--- src/rtl/fcs_pkg.sv ---
package fcs_pkg;
  typedef enum logic [1:0] {
    K_XFER = 2'd0,
    K_CMP  = 2'd1,
    K_REWR = 2'd2,
    K_PROG = 2'd3
  } kind_t;

  typedef enum logic [2:0] {
    S_IDLE,
    S_SEND,
    S_DATA,
    S_GAP,
    S_POLL,
    S_CHECK
  } state_t;

  localparam logic [7:0] OP_STATUS = 8'h57;

  function automatic logic [7:0] opcode_of(kind_t k);
    case (k)
      K_XFER:  return 8'h53;
      K_CMP:   return 8'h60;
      K_REWR:  return 8'h58;
      default: return 8'h82;
    endcase
  endfunction
endpackage

--- src/rtl/fcs_tick.sv ---
module fcs_tick #(
  parameter int DIV = 2
) (
  input  logic clk,
  input  logic rst_n,
  input  logic en,
  output logic tick
);
  localparam int CW = (DIV > 1) ? $clog2(DIV) : 1;
  localparam logic [CW-1:0] LAST = CW'(DIV - 1);

  logic [CW-1:0] cnt;

  always_ff @(posedge clk or negedge rst_n) begin
    if (!rst_n) cnt <= '0;
    else if (!en || cnt == LAST) cnt <= '0;
    else cnt <= cnt + 1'b1;
  end

  assign tick = en && (cnt == LAST);
endmodule

--- src/rtl/fcs_shift.sv ---
module fcs_shift #(
  parameter int DIV = 2
) (
  input  logic       clk,
  input  logic       rst_n,
  input  logic       start,
  input  logic [7:0] tx,
  input  logic       miso,
  output logic       busy,
  output logic       done,
  output logic [7:0] rx,
  output logic       sck,
  output logic       mosi
);
  logic       active;
  logic       tick;
  logic [7:0] sh;
  logic [2:0] bitn;

  fcs_tick #(.DIV(DIV)) u_tick (
    .clk  (clk),
    .rst_n(rst_n),
    .en   (active),
    .tick (tick)
  );

  always_ff @(posedge clk or negedge rst_n) begin
    if (!rst_n) begin
      active <= 1'b0;
      sck    <= 1'b0;
      sh     <= '0;
      rx     <= '0;
      bitn   <= '0;
      done   <= 1'b0;
    end else begin
      done <= 1'b0;
      if (start && !active) begin
        active <= 1'b1;
        sh     <= tx;
        bitn   <= '0;
        sck    <= 1'b0;
      end else if (active && tick) begin
        if (!sck) begin
          sck <= 1'b1;
          rx  <= {rx[6:0], miso};
        end else begin
          sck <= 1'b0;
          if (bitn == 3'd7) begin
            active <= 1'b0;
            done   <= 1'b1;
          end else begin
            sh   <= {sh[6:0], 1'b0};
            bitn <= bitn + 1'b1;
          end
        end
      end
    end
  end

  assign busy = active;
  assign mosi = sh[7];
endmodule

--- src/rtl/flash_cmd_seq.sv ---
module flash_cmd_seq #(
  parameter int SCK_DIV    = 2,
  parameter int GAP_CYC    = 4,
  parameter int POLL_LIMIT = 1000
) (
  input  logic       clk,
  input  logic       rst_n,
  input  logic       cmd_valid,
  output logic       cmd_ready,
  input  logic [1:0] cmd_kind,
  input  logic [8:0] cmd_page,
  input  logic [8:0] cmd_byte,
  input  logic       wr_valid,
  output logic       wr_ready,
  input  logic [7:0] wr_data,
  input  logic       wr_last,
  output logic       done,
  output logic       cmp_result,
  output logic       timeout,
  output logic       spi_sck,
  output logic       spi_cs_n,
  output logic       spi_mosi,
  input  logic       spi_miso
);
  import fcs_pkg::*;

  localparam int PW = $clog2(POLL_LIMIT + 1);
  localparam int GW = (GAP_CYC > 1) ? $clog2(GAP_CYC) : 1;
  localparam logic [PW-1:0] PLIM  = PW'(POLL_LIMIT);
  localparam logic [GW-1:0] GLAST = GW'(GAP_CYC - 1);

  state_t        state;
  kind_t         kind_q;
  logic [8:0]    page_q, byte_q;
  logic [1:0]    idx;
  logic          launched, last_q;
  logic [PW-1:0] polls;
  logic [GW-1:0] gap_cnt;
  logic [7:0]    status_q;
  logic          cs_n_q, done_q, cmp_q, tmo_q;

  logic          sh_start, sh_busy, sh_done;
  logic [7:0]    sh_tx, sh_rx;
  logic [23:0]   addr;

  assign addr = {6'b0, page_q, (kind_q == K_PROG) ? byte_q : 9'd0};

  always_comb begin
    sh_start = 1'b0;
    sh_tx    = 8'h00;
    wr_ready = 1'b0;
    case (state)
      S_SEND: begin
        sh_start = !launched && !sh_busy;
        case (idx)
          2'd0:    sh_tx = opcode_of(kind_q);
          2'd1:    sh_tx = addr[23:16];
          2'd2:    sh_tx = addr[15:8];
          default: sh_tx = addr[7:0];
        endcase
      end
      S_DATA: begin
        wr_ready = !launched && !sh_busy;
        sh_start = wr_ready && wr_valid;
        sh_tx    = wr_data;
      end
      S_POLL: begin
        sh_start = !launched && !sh_busy;
        sh_tx    = (idx == 2'd0) ? OP_STATUS : 8'h00;
      end
      default: ;
    endcase
  end

  fcs_shift #(.DIV(SCK_DIV)) u_shift (
    .clk  (clk),
    .rst_n(rst_n),
    .start(sh_start),
    .tx   (sh_tx),
    .miso (spi_miso),
    .busy (sh_busy),
    .done (sh_done),
    .rx   (sh_rx),
    .sck  (spi_sck),
    .mosi (spi_mosi)
  );

  always_ff @(posedge clk or negedge rst_n) begin
    if (!rst_n) begin
      state    <= S_IDLE;
      kind_q   <= K_XFER;
      page_q   <= '0;
      byte_q   <= '0;
      idx      <= '0;
      launched <= 1'b0;
      last_q   <= 1'b0;
      polls    <= '0;
      gap_cnt  <= '0;
      status_q <= '0;
      cs_n_q   <= 1'b1;
      done_q   <= 1'b0;
      cmp_q    <= 1'b0;
      tmo_q    <= 1'b0;
    end else begin
      done_q <= 1'b0;
      tmo_q  <= 1'b0;
      if (sh_start) launched <= 1'b1;
      if (sh_done)  launched <= 1'b0;
      case (state)
        S_IDLE: if (cmd_valid) begin
          kind_q <= kind_t'(cmd_kind);
          page_q <= cmd_page;
          byte_q <= cmd_byte;
          idx    <= '0;
          polls  <= '0;
          cs_n_q <= 1'b0;
          state  <= S_SEND;
        end
        S_SEND: if (sh_done) begin
          if (idx == 2'd3) begin
            if (kind_q == K_PROG) state <= S_DATA;
            else begin
              cs_n_q  <= 1'b1;
              gap_cnt <= '0;
              state   <= S_GAP;
            end
          end else idx <= idx + 1'b1;
        end
        S_DATA: begin
          if (sh_start) last_q <= wr_last;
          if (sh_done && last_q) begin
            cs_n_q  <= 1'b1;
            gap_cnt <= '0;
            state   <= S_GAP;
          end
        end
        S_GAP: begin
          gap_cnt <= gap_cnt + 1'b1;
          if (gap_cnt == GLAST) begin
            cs_n_q <= 1'b0;
            idx    <= '0;
            state  <= S_POLL;
          end
        end
        S_POLL: if (sh_done) begin
          if (idx == 2'd0) idx <= 2'd1;
          else begin
            cs_n_q   <= 1'b1;
            status_q <= sh_rx;
            polls    <= polls + 1'b1;
            state    <= S_CHECK;
          end
        end
        S_CHECK: begin
          if (status_q[7]) begin
            done_q <= 1'b1;
            cmp_q  <= status_q[6];
            state  <= S_IDLE;
          end else if (polls == PLIM) begin
            done_q <= 1'b1;
            tmo_q  <= 1'b1;
            state  <= S_IDLE;
          end else begin
            gap_cnt <= '0;
            state   <= S_GAP;
          end
        end
        default: state <= S_IDLE;
      endcase
    end
  end

  assign cmd_ready  = (state == S_IDLE);
  assign spi_cs_n   = cs_n_q;
  assign done       = done_q;
  assign cmp_result = cmp_q;
  assign timeout    = tmo_q;
endmodule

--- config.mk ---
export PLATFORM = sky130hd
export DESIGN_NAME = flash_cmd_seq
export DESIGN_NICKNAME = d
export VERILOG_FILES = /design/src/rtl/fcs_pkg.sv /design/src/rtl/fcs_tick.sv /design/src/rtl/fcs_shift.sv /design/src/rtl/flash_cmd_seq.sv
export SDC_FILE = /design/constraint.sdc
export NUM_CORES = 1
export LEC_CHECK = 0
export BUFFER_PORTS_ARGS = -buffer_cell sky130_fd_sc_hd__buf_2
export CAP_MARGIN = 20
export CORE_ASPECT_RATIO = 0.7
export CORE_MARGIN = 2
export CORE_UTILIZATION = 55
export DETAILED_ROUTE_END_ITERATION = 16
export GPL_TIMING_DRIVEN = 1
export HOLD_SLACK_MARGIN = 0.08
export PLACE_DENSITY = 0.74
export SETUP_SLACK_MARGIN = 0.02
export SYNTH_ARGS = -nofsm -noshare
export SYNTH_HDL_FRONTEND = slang
export SYNTH_SLANG_ARGS = --single-unit
--- constraint.sdc ---
create_clock -name clk -period 2.47 [get_ports clk]
set_clock_uncertainty 0.05 [all_clocks]
set_input_delay 0.1235 -clock clk [delete_from_list [all_inputs] [get_ports clk]]
set_output_delay 0.1235 -clock clk [all_outputs]
set_load 0.005 [all_outputs]
==> impl_metrics.env <==
export IMPL_worst_pin_slew_ns=0.688
export IMPL_die_w_um=98.9
export IMPL_syn_inst=326
export IMPL_max_freq_mhz=442
export IMPL_num_io_pins=42
export IMPL_fin_crit_ns=2.26
export IMPL_critPathKind="register to register"
export IMPL_max_cap_viol_count=0
export IMPL_avgViaCountPerCell=5.70
export IMPL_drc=0
export IMPL_drive_above_1_share=0.256
export IMPL_fin_tns_setup_ns=0
export IMPL_grt_overflow_total=0
export IMPL_die_height_um=70.4
export IMPL_rr_worst_depth=5
export IMPL_path_max_fanout=16
export IMPL_multi_input_area_sq_um=1650
export IMPL_slowest_stage="a2111oi_0"
export IMPL_path_cells="nand2b_1 -> a21o_1 -> a211o_1 -> a2111oi_0 -> a21oi_1"
export IMPL_grt_max_degree=40
export IMPL_syn_area_sq_um=3470
export IMPL_timing_critical_path_max_delay_family="compound AO/OA/AOI/OAI gates"
export IMPL_avgSynthCellArea_sq_um=10.6
export IMPL_timing_final_crit_share=0.915
export IMPL_fin_area_sq_um=4260
export IMPL_antenna_found_initial=0
export IMPL_firstDrtPassIters=5
export IMPL_status="finished, final reports clean"
export IMPL_synth_edff_count=0
export IMPL_grt_use_total=0.236
export IMPL_highest_layer="met4"
export IMPL_routedWlPerCell_um=16.3
export IMPL_met1_length_um=3740
export IMPL_areaGrowthSynthToFinish_pct=23.0
export IMPL_grt_first_pass_wirelength_um=12900
export IMPL_hold_path_class="primary input to register"
export IMPL_cp_arrival_ns=2.41
export IMPL_cts_root_buf="clkbuf_8"
export IMPL_finalHoldViolCount=0
export IMPL_ant_nets=0
export IMPL_cp_num_cells=5
export IMPL_dp_cells=436
export IMPL_rows=24
export IMPL_setup_worst_path_start_class="register"
export IMPL_ff_latch_area_sq_um=1700
export IMPL_netlist_area_leader_share=0.484
export IMPL_rsz0062_at_grt="no"
export IMPL_cts_inserted_buffers=9
export IMPL_grt_pass1_vias=2675
export IMPL_pwr_density_cell_nw_per_um2=541
export IMPL_slew_headroom=0.541
export IMPL_seq_area_frac_synth=0.491
export IMPL_wirelength_um=7770
export IMPL_path_buf_inv=0
export IMPL_core_area_sq_um=6160
export IMPL_netlist_top_cells_area="dfrtp_1, mux2_2, ha_1, nand2_1, nor2_1"
export IMPL_synth_ff_type="dfrtp_1"
export IMPL_dieArea_sq_um=6960
export IMPL_postPlaceCellArea_sq_um=3760
export IMPL_fill_cells=457
export IMPL_drt_iter0_drc=182
export IMPL_cp_slowest_stage_delay_ns=0.53
export IMPL_ys_ff_latch=68
export IMPL_h_tree_depth=3
export IMPL_syn_nets=375
export IMPL_fin_total_pwr_mw=2.31
export IMPL_routed_wl_met2_um=3520
export IMPL_yosys_warnings=0
export IMPL_holdPathStages=3
export IMPL_path_clk_slew_ns=0.07
export IMPL_worst_setup_path_end_kind="register"
export IMPL_wl_met3_um=419
export IMPL_cts_tree="yes"
export IMPL_clockBufferDepth=2
export IMPL_antenna_cells=0
export IMPL_critPathRequiredTime_ns=2.62
export IMPL_post_synth_num_cell_types=50
export IMPL_clock_sinks=68
export IMPL_place_gp_congestion=0.950
export IMPL_worstSkewPairLatency_ns=0.33
export IMPL_vias=2719
export IMPL_ir_drop_mv=0.338
export IMPL_port_buffers=41
export IMPL_synth_area_leader_cell="dfrtp_1"
export IMPL_synthArstFlopShare=1.00
export IMPL_p_leak_nw=1.98
export IMPL_slew_viol_final=0
export IMPL_start_util=0.563
export IMPL_setup_violations=0
export IMPL_layoutNonFillerInstCount=477
export IMPL_post_dp_hpwl_um=5300
export IMPL_nNetsFinal=444
==> worst paths after layout <==
path	startpoint	to	slack [ns]
max	state[1]	u_shift.sh[6]	0.21
min	wr_data[7]	u_shift.sh[7]	0.08
max reg2reg	state[1]	u_shift.sh[6]	0.21
min reg2reg	u_shift.u_tick.cnt	u_shift.u_tick.cnt	0.45
max in group asynchronous	rst_n	kind_q[1]	1.42
min in group asynchronous	rst_n	idx[0]	0.31
==> worst register-to-register path: cells and delay by family, from the launching register on <==
kind               cells  cell delay [ns]
AOI/OAI and AO/OA      4             1.30
and+or+nand+nor        1             0.28
DFF                    1             0.50
==> metal layers <==
layer  vias up  global-route usage
met5         -                   0
met4         0              0.0594
met3        10              0.0561
met2        91               0.352
met1      1328               0.348
li1       1290                   -
==> report_power, final <==
| part | total (mW) | leakage, nW | internal (mW) | switching [mW] |
|---|---|---|---|---|
| Clock | 1.09 | 0.122 | 0.689 | 0.403 |
| Sequential | 1.12 | 0.826 | 1.12 | 0.00300 |
| Combinational | 0.0931 | 1.03 | 0.0535 | 0.0396 |
==> cell usage after synthesis (3+ instances only) <==
library cell,number
mux2_2,34
mux2i_1,8
nand4b_1,3
nand3b_1,3
dfrtp_1,67
xnor2_1,6
ha_1,15
a2111oi_0,4
o21ai_1,3
nor2b_1,5
a22oi_1,4
nand4_1,3
a221oi_1,3
a21oi_1,15
nand3_1,12
nand2b_1,7
nor3_1,4
o21ai_0,13
nand2_1,29
and3_1,3
inv_1,10
clkbuf_1,10
nor2_1,26
buf_2,4
==> placed cells by master (no fill, tap or decap), types with 2 or more instances in the layout <==
cell type      synthesis  final
nand3b_1               3      3
nand4b_1               3      3
nor4_1                 2      2
bufinv_16              0      3
xnor2_1                6      6
nor2_1                26     26
nand3_1               12     12
nand2b_1               7      7
nor3_1                 4      4
buf_2                  4     41
xor2_1                 2      2
and3_1                 3      3
o21ai_0               13     13
dlygate4sd3_1          0     26
o21ai_1                3      3
clkinv_2               0      2
nor3b_1                2      2
and2b_1                2      2
a221oi_1               3      3
clkbuf_8               0     10
nand2_1               29     29
a21oi_1               15     15
nand4_1                3      3
mux2_2                34     34
dfrtp_1               67     67
nor2b_1                5      5
or2_2                  2      2
a211oi_1               2      2
inv_1                 10     10
mux2i_1                8      8
a21o_1                 2      2
ha_1                  15     15
or3_1                  2      2
a22oi_1                4      4
buf_4                  0      7
o21a_1                 2      2
a2111oi_0              4      3
==> final cells by class <==
cell class,instances,share of cell area
inverters,11,0.00968
multi-input cells,230,0.386
clock inverters,5,0.0235
clock buffers,10,0.0323
flip-flops and latches,68,0.399
repair buffers,75,0.126
well taps,78,0.0229
==> stage by stage <==
| step | setup slack (ns) | util | hold WS [ns] |
|---|---|---|---|
| 5_1_grt | 0.0548 | 0.693 | 0.117 |
| 3_3_place_gp | 0.403 | 0.612 | 0.159 |
| 6_report | 0.209 | 0.693 | 0.0845 |
| 4_1_cts | 0.226 | 0.692 | 0.0812 |
| 2_1_floorplan | 0.523 | - | -0.222 |
| 3_5_place_dp | 0.292 | 0.612 | 0.154 |
==> state kept, by name, indices dropped and copies added, names as in the netlist, 2 cells and up <==
register      count
page_q            9
u_shift.rx        8
byte_q            9
gap_cnt           2
status_q          2
polls            10
u_shift.bitn      3
state             3
idx               2
u_shift.sh        8
kind_q            2
==> repair_timing <==
item / CTS / global route
setup endpoints to repair: 0 / 1
hold buffers: 26 / 0
gates resized for setup: 0 / 1
setup buffers: 0 / 0
hold endpoints to repair: 52 / 0
==> kinds of logic (layout without fill, tap and decap cells) <==
logic type,count (synthesis),count (layout),synth area share
DFF,68,68,0.491
AOI/OAI and AO/OA,56,56,0.107
and+or+nand+nor,108,108,0.156
xor gates and xnor gates,8,8,0.0202
buffers and inverters,28,101,0.0343
adders and majority gates,15,15,0.0541
muxes,43,43,0.137
No activity file was read; power rests on OpenSTA's default activity.
